[config.mk]
export PLATFORM = sky130hd
export DESIGN_NAME = qb_port
export DESIGN_NICKNAME = d
export VERILOG_FILES = /design/src/rtl/qb_port_pkg.sv /design/src/rtl/qb_addr_dec.sv /design/src/rtl/qb_sync2.sv /design/src/rtl/qb_rmw_ctrl.sv /design/src/rtl/qb_port.sv
export SDC_FILE = /design/constraint.sdc
export NUM_CORES = 1
export LEC_CHECK = 0
export ABC_AREA = 0
export ABC_CLOCK_PERIOD_IN_PS = 3100
export CORE_MARGIN = 2
export CORE_UTILIZATION = 48
export CTS_BUF_LIST = sky130_fd_sc_hd__clkbuf_4
export DETAILED_ROUTE_END_ITERATION = 8
export HOLD_SLACK_MARGIN = 0.03
export PLACE_DENSITY = 0.78
export SYNTH_ARGS = -nofsm -noshare
export SYNTH_HDL_FRONTEND = slang
export SYNTH_SLANG_ARGS = --single-unit
export TNS_END_PERCENT = 50
[constraint.sdc]
create_clock -name clk -period 3.1 [get_ports clk]
set_clock_uncertainty 0.15 [all_clocks]
set_input_delay 0.62 -clock clk [delete_from_list [all_inputs] [get_ports clk]]
set_output_delay 0.62 -clock clk [all_outputs]
set_load 0.1 [all_outputs]
[src/rtl/qb_port_pkg.sv]
package qb_port_pkg;

    typedef enum logic [2:0] {
        OP_NOP    = 3'd0,
        OP_WRBYTE = 3'd1,
        OP_SETBIT = 3'd2,
        OP_CLRBIT = 3'd3,
        OP_CPLBIT = 3'd4,
        OP_MOVBIT = 3'd5,
        OP_RSV6   = 3'd6,
        OP_RSV7   = 3'd7
    } port_op_e;

    typedef enum logic [1:0] {
        ST_IDLE   = 2'd0,
        ST_MODIFY = 2'd1,
        ST_COMMIT = 2'd2
    } rmw_state_e;

    function automatic logic is_bit_op(input port_op_e op);
        return (op == OP_SETBIT) || (op == OP_CLRBIT) ||
               (op == OP_CPLBIT) || (op == OP_MOVBIT);
    endfunction

    function automatic logic alter_bit(input port_op_e op,
                                       input logic     cur,
                                       input logic     src);
        logic res;
        unique case (op)
            OP_SETBIT: res = 1'b1;
            OP_CLRBIT: res = 1'b0;
            OP_CPLBIT: res = ~cur;
            OP_MOVBIT: res = src;
            default:   res = cur;
        endcase
        return res;
    endfunction

endpackage

[src/rtl/qb_addr_dec.sv]
module qb_addr_dec #(
    parameter int unsigned            AW        = 8,
    parameter int unsigned            IDXW      = 3,
    parameter logic [AW-1:0]          BASE_ADDR = 8'h80
) (
    input  logic [AW-1:0]   addr,
    output logic            byte_hit,
    output logic            bit_hit,
    output logic [IDXW-1:0] bit_idx
);
    localparam logic [AW-IDXW-1:0] WIN_TAG = BASE_ADDR[AW-1:IDXW];

    always_comb begin
        byte_hit = (addr == BASE_ADDR);
        bit_hit  = (addr[AW-1:IDXW] == WIN_TAG);
        bit_idx  = addr[IDXW-1:0];
    end


    always_comb begin
        byte_in_window_chk: assert (!byte_hit || bit_hit)
            else $error("byte match outside bit window");
    end
endmodule

[src/rtl/qb_sync2.sv]
module qb_sync2 #(
    parameter int unsigned      WIDTH     = 8,
    parameter logic [WIDTH-1:0] RESET_VAL = '1
) (
    input  logic             clk,
    input  logic             rst_n,
    input  logic [WIDTH-1:0] din,
    output logic [WIDTH-1:0] dout
);
    logic [WIDTH-1:0] stage1_q;
    logic [WIDTH-1:0] stage2_q;

    always_ff @(posedge clk) begin
        if (!rst_n) begin
            stage1_q <= RESET_VAL;
            stage2_q <= RESET_VAL;
        end else begin
            stage1_q <= din;
            stage2_q <= stage1_q;
        end
    end

    assign dout = stage2_q;

    logic [1:0] warm_q;
    always_ff @(posedge clk) begin
        if (!rst_n)              warm_q <= 2'd0;
        else if (warm_q != 2'd2) warm_q <= warm_q + 2'd1;
    end


    sync_latency_chk: assert property (@(posedge clk) disable iff (!rst_n)
        (warm_q == 2'd2) |-> (dout == $past(din, 2)))
        else $error("synchronizer latency is not two cycles");
endmodule

[src/rtl/qb_rmw_ctrl.sv]
module qb_rmw_ctrl
    import qb_port_pkg::*;
#(
    parameter int unsigned      WIDTH     = 8,
    parameter int unsigned      IDXW      = 3,
    parameter logic [WIDTH-1:0] RESET_VAL = '1
) (
    input  logic             clk,
    input  logic             rst_n,
    input  port_op_e         req_op,
    input  logic             byte_hit,
    input  logic             bit_hit,
    input  logic [IDXW-1:0]  bit_idx,
    input  logic [WIDTH-1:0] wdata,
    output logic [WIDTH-1:0] latch_q,
    output logic             busy
);
    rmw_state_e       st_q, st_nx;
    port_op_e         op_q;
    logic [IDXW-1:0]  idx_q;
    logic             src_q;
    logic [WIDTH-1:0] work_q;
    logic             take_byte;
    logic             take_bit;

    always_comb begin
        take_byte = (st_q == ST_IDLE) && byte_hit && (req_op == OP_WRBYTE);
        take_bit  = (st_q == ST_IDLE) && bit_hit  && is_bit_op(req_op);
    end

    // state register
    always_ff @(posedge clk) begin
        if (!rst_n) st_q <= ST_IDLE;
        else        st_q <= st_nx;
    end

    // next state
    always_comb begin
        st_nx = st_q;
        unique case (st_q)
            ST_IDLE: begin
                if (take_bit)       st_nx = ST_MODIFY;
                else if (take_byte) st_nx = ST_COMMIT;
            end
            ST_MODIFY: st_nx = ST_COMMIT;
            ST_COMMIT: st_nx = ST_IDLE;
            default:   st_nx = ST_IDLE;
        endcase
    end

    // outputs
    always_comb begin
        busy = (st_q != ST_IDLE);
    end

    // datapath: read latch, modify, commit
    always_ff @(posedge clk) begin
        if (!rst_n) begin
            op_q    <= OP_NOP;
            idx_q   <= '0;
            src_q   <= 1'b0;
            work_q  <= RESET_VAL;
            latch_q <= RESET_VAL;
        end else begin
            unique case (st_q)
                ST_IDLE: begin
                    if (take_bit) begin
                        op_q   <= req_op;
                        idx_q  <= bit_idx;
                        src_q  <= wdata[0];
                        work_q <= latch_q;
                    end else if (take_byte) begin
                        op_q   <= OP_WRBYTE;
                        work_q <= wdata;
                    end
                end
                ST_MODIFY: begin
                    work_q[idx_q] <= alter_bit(op_q, work_q[idx_q], src_q);
                end
                ST_COMMIT: begin
                    latch_q <= work_q;
                end
                default: ;
            endcase
        end
    end


    modify_then_commit_chk: assert property (@(posedge clk) disable iff (!rst_n)
        (st_q == ST_MODIFY) |=> (st_q == ST_COMMIT))
        else $error("MODIFY not followed by COMMIT");


    busy_drops_request_chk: assert property (@(posedge clk) disable iff (!rst_n)
        (st_q == ST_COMMIT) |=> (st_q == ST_IDLE))
        else $error("request accepted while busy");


    latch_hold_chk: assert property (@(posedge clk) disable iff (!rst_n)
        (st_q != ST_COMMIT) |=> $stable(latch_q))
        else $error("latch changed outside COMMIT");


    single_bit_chk: assert property (@(posedge clk) disable iff (!rst_n)
        (st_q == ST_COMMIT && op_q != OP_WRBYTE) |=>
            ($countones(latch_q ^ $past(latch_q)) <= 1))
        else $error("bit operation changed more than one latch bit");
endmodule

[src/rtl/qb_port.sv]
module qb_port
    import qb_port_pkg::*;
#(
    parameter int unsigned      WIDTH     = 8,
    parameter int unsigned      AW        = 8,
    parameter logic [AW-1:0]    BASE_ADDR = 8'h80,
    parameter logic [WIDTH-1:0] RESET_VAL = '1
) (
    input  logic             clk,
    input  logic             rst_n,
    input  logic [AW-1:0]    bus_addr,
    input  logic [2:0]       bus_op,
    input  logic [WIDTH-1:0] bus_wdata,
    input  logic             bus_rd_latch,
    output logic             bus_hit,
    output logic             bus_busy,
    output logic [WIDTH-1:0] bus_rdata,
    output logic             bus_rbit,
    output logic [WIDTH-1:0] pin_out,
    input  logic [WIDTH-1:0] pin_in
);
    localparam int unsigned IDXW = $clog2(WIDTH);

    logic             byte_hit;
    logic             bit_hit;
    logic [IDXW-1:0]  bit_idx;
    logic [WIDTH-1:0] latch_q;
    logic [WIDTH-1:0] pin_level;
    logic [WIDTH-1:0] pin_sync;
    logic [WIDTH-1:0] rd_src;
    port_op_e         op_in;

    assign op_in = port_op_e'(bus_op);

    qb_addr_dec #(
        .AW        (AW),
        .IDXW      (IDXW),
        .BASE_ADDR (BASE_ADDR)
    ) u_dec (
        .addr     (bus_addr),
        .byte_hit (byte_hit),
        .bit_hit  (bit_hit),
        .bit_idx  (bit_idx)
    );

    qb_rmw_ctrl #(
        .WIDTH     (WIDTH),
        .IDXW      (IDXW),
        .RESET_VAL (RESET_VAL)
    ) u_ctrl (
        .clk      (clk),
        .rst_n    (rst_n),
        .req_op   (op_in),
        .byte_hit (byte_hit),
        .bit_hit  (bit_hit),
        .bit_idx  (bit_idx),
        .wdata    (bus_wdata),
        .latch_q  (latch_q),
        .busy     (bus_busy)
    );

    assign pin_level = latch_q & pin_in;

    qb_sync2 #(
        .WIDTH     (WIDTH),
        .RESET_VAL (RESET_VAL)
    ) u_sync (
        .clk   (clk),
        .rst_n (rst_n),
        .din   (pin_level),
        .dout  (pin_sync)
    );

    always_comb begin
        rd_src    = bus_rd_latch ? latch_q : pin_sync;
        bus_hit   = bit_hit;
        bus_rdata = byte_hit ? rd_src : '0;
        bus_rbit  = bit_hit ? rd_src[bit_idx] : 1'b0;
        pin_out   = latch_q;
    end


    miss_quiet_chk: assert property (@(posedge clk) disable iff (!rst_n)
        !bus_hit |-> (bus_rdata == '0 && !bus_rbit))
        else $error("read data on address miss");


    latch_path_chk: assert property (@(posedge clk) disable iff (!rst_n)
        (byte_hit && bus_rd_latch) |-> (bus_rdata == pin_out))
        else $error("latch read differs from pin_out");
endmodule

==> impl_metrics.ini <==
[drt]
via_per_inst = 5.648
wl_mm = 5.146
routedWlPerCell_um = 14.96
drt_iter0_drc = 119
vias = 1943
drc = 0
ant_nets = 0
drt_pass1_iterations = 4

[logic_synthesis]
async_reset_ff_share_pct = 0
synth_top_family_by_area = simple AND/OR/NAND/NOR gates
synth.distinct_cells = 31
synth_edf_count = 0
syn_area_per_cell_um2 = 8.310
synth_area_leaders = dfxtp_1 (41%), nand2_1 (7.3%), mux2i_1 (7.0%)
synth_seq_cells = 41
synth-simple-area-share_pct = 27.92
yosys_most_used_dff = dfxtp_1
syn-cell-area_um2 = 1994
synth_nets = 270
synth_compound_area_share_pct = 14.37
yosys.area_share.adder_pct = 0
synthCells = 240
seq_area_frac_synth_pct = 41.15
synthXorXnorAreaFrac_pct = 0.4391
netlist.area_leader.share_pct = 41.15
synthMuxAreaShare_pct = 11.54
yosysTopAreaCell = dfxtp_1
yosysWarningCount = 0

[global_route]
grt_pass1_wl_mm = 8.286
grt_max_degree = 28
first_global_vias = 1771
grt.overflow.total = 0
track_usage_pct = 23.87
antenna_found_initial = 0

[clock_tree]
cts_buffers = 5
cts_tree = yes
cts.path.max_buffers = 2
cts_root_buffer = clkbuf_4
holdBufCountCts = 0
htreeDepth = 2
clkLatencyLatePin_ns = 0.35
cts_sinks = 41
postCtsSetupBuffers = 0
clk_pin_slew_ns = 0.12

[floorplanning]
num_rows = 23
die_y_um = 68.46
start_util_pct = 49.86
core_um2 = 4000
io_pins = 49
dieWidth_um = 68.46
die-area_um2 = 4687

[timing]
min_period_ns = 3.005
fin_crit_sh_pct = 96.92
setup_viol_count_final = 0
slew_headroom_pct = 57.09
rsz0062_at_grt = false
setup_tns_ns = 0
slew_viol_final = 0
hold_violations = 0
tightest_slew_ns = 0.6423
max_freq_mhz = 332.8

[power_and_ir_drop]
p_leak_nw = 1.141
vdd_drop_max_v = 0.0002584
p_per_area_nw_per_um2 = 340.8

[place]
dp_cells = 336
dpl-instance-area_um2 = 2755
gp_congestion = 0.9582
dp_hpwl_mm = 3.682
portBuffers = 48

[critical_path]
worstSetupPathType = in -> out
cp-endpoint = bus_rdata[4]
worst-r2r-setup-slack_ns = 0.69
crit_path_max_fanout = 8
crit_required_ns = 2.33
reg2reg_depth = 5
end_kind = output pin
reg2reg_from = u_ctrl.idx_q[0]$_SDFFE_PN0P_
reg2reg_to = u_ctrl.work_q[1]$_SDFFE_PN1P_
startpoint = bus_addr[6]
arrival_ns = 2.23
cp-start-kind = primary input

[final_layout]
final.fill_count = 317
multi_input_area_um2 = 1167
layout_commonest_cell = nand2_1
n_antenna_cell = 0
layout.cells.non_filler = 344
layout_common_cells = nand2_1 (38), dfxtp_1 (33), clkdlybuf4s50_1 (28)
seq_area_um2 = 830.8
area_delta_synth_final_pct = 41.03
drive_gt1_share_pct = 22.79
fin_area_um2 = 2813
fin_nets = 323

[worst_hold_path]
holdCritPathClass = reg -> reg

[status]
run_status = finished clean

[flow_run]
max-cap-violations = 0
-- cells by family (layout without fill, tap and decap cells) --
kind of cell    after synthesis  count (layout)
buf+inv                      20              74
xor+xnor                      1               1
flops                        41              41
simple gates                119             119
compound gates               41              41
mux                          18              18
-- flip-flops by register name, summed over array words and instances, names as in the netlist --
register         cells
u_ctrl.latch_q       8
u_ctrl.work_q        8
u_sync.dout          8
u_sync.stage1_q      8
u_ctrl.idx_q         3
u_ctrl.op_q          3
u_ctrl.st_q          2
u_ctrl.src_q         1
-- area by class of cell --
cell class,instances,share of cell area (%)
multi-input combinational,179,41.50
sequential,41,29.54
timing repair buffer,63,24.24
tap,50,2.224
clock buffer,5,1.335
clock inverter,3,0.7562
inverter,3,0.4004
-- power breakdown --
group	total (W)	switching (W)	leakage, nW	internal [W]
clock network	0.000281	0.000191	0.0316	0.0000899
registers	0.000549	0.00000817	0.331	0.000541
logic	0.000129	0.0000615	0.778	0.0000671
-- per-layer routing --
metal / vias up / GRT usage (%) / share of wire, %
li1: 948 / - / -
met1: 907 / 31.66 / 44
met2: 82 / 39.30 / 47
met3: 6 / 4.605 / 7.5
met4: 0 / 6.750 / 0.66
met5: - / 0 / 0
-- worst min path at each step --
| stage | startpoint | to | cells after the start |
|---|---|---|---|
| 4_1_cts | u_sync.stage1_q[1]$_SDFF_PN1_ | u_sync.dout[1]$_SDFF_PN1_ | 1 |
| 3_5_place_dp | u_sync.stage1_q[7]$_SDFF_PN1_ | u_sync.dout[7]$_SDFF_PN1_ | 1 |
| 6_report | u_sync.stage1_q[1]$_SDFF_PN1_ | u_sync.dout[1]$_SDFF_PN1_ | 1 |
| 5_1_grt | u_sync.stage1_q[1]$_SDFF_PN1_ | u_sync.dout[1]$_SDFF_PN1_ | 1 |
| 3_3_place_gp | u_sync.stage1_q[4]$_SDFF_PN1_ | u_sync.dout[4]$_SDFF_PN1_ | 1 |
| 2_1_floorplan | u_sync.stage1_q[0]$_SDFF_PN1_ | u_sync.dout[0]$_SDFF_PN1_ | 1 |
-- metrics by stage --
stage	power (W)	hold WS (ns)	utilization, %	setup WS [ns]
after floorplan	0.0006232	0.2363	-	-0.1439
after global placement	0.0006876	0.2401	68.88	0.01782
after detailed placement	0.0006900	0.2451	68.88	-0.04174
after CTS	0.0009612	0.2731	70.32	0.08364
after global routing	0.0009960	0.2925	70.32	0.02050
final	0.0009586	0.2701	70.32	0.09543
-- Yosys cell counts (all sizes together), types with 6 or more instances --
| cell type | count |
|---|---|
| nor3 | 7 |
| and2 | 8 |
| nand2 | 39 |
| o21ai | 10 |
| dfxtp | 41 |
| nand2b | 10 |
| clkbuf | 13 |
| a221o | 8 |
| mux2i | 14 |
| a31oi | 16 |
| nor2 | 30 |
| nand3 | 14 |
| nor2b | 6 |
-- worst max-delay path: stages --
cell             delay (ns)
clkdlybuf4s50_1        0.40
or4b_4                 0.57
nor2_4                 0.20
nand2_8                0.13
nor2_4                 0.13
buf_12                 0.18
-- what timing repair did --
action,4_1_cts,5_1_grt
endpoints found under the hold margin,0,0
setup endpoints to repair,1,0
resized for setup,1,0
(Power assumes the default switching activity.)
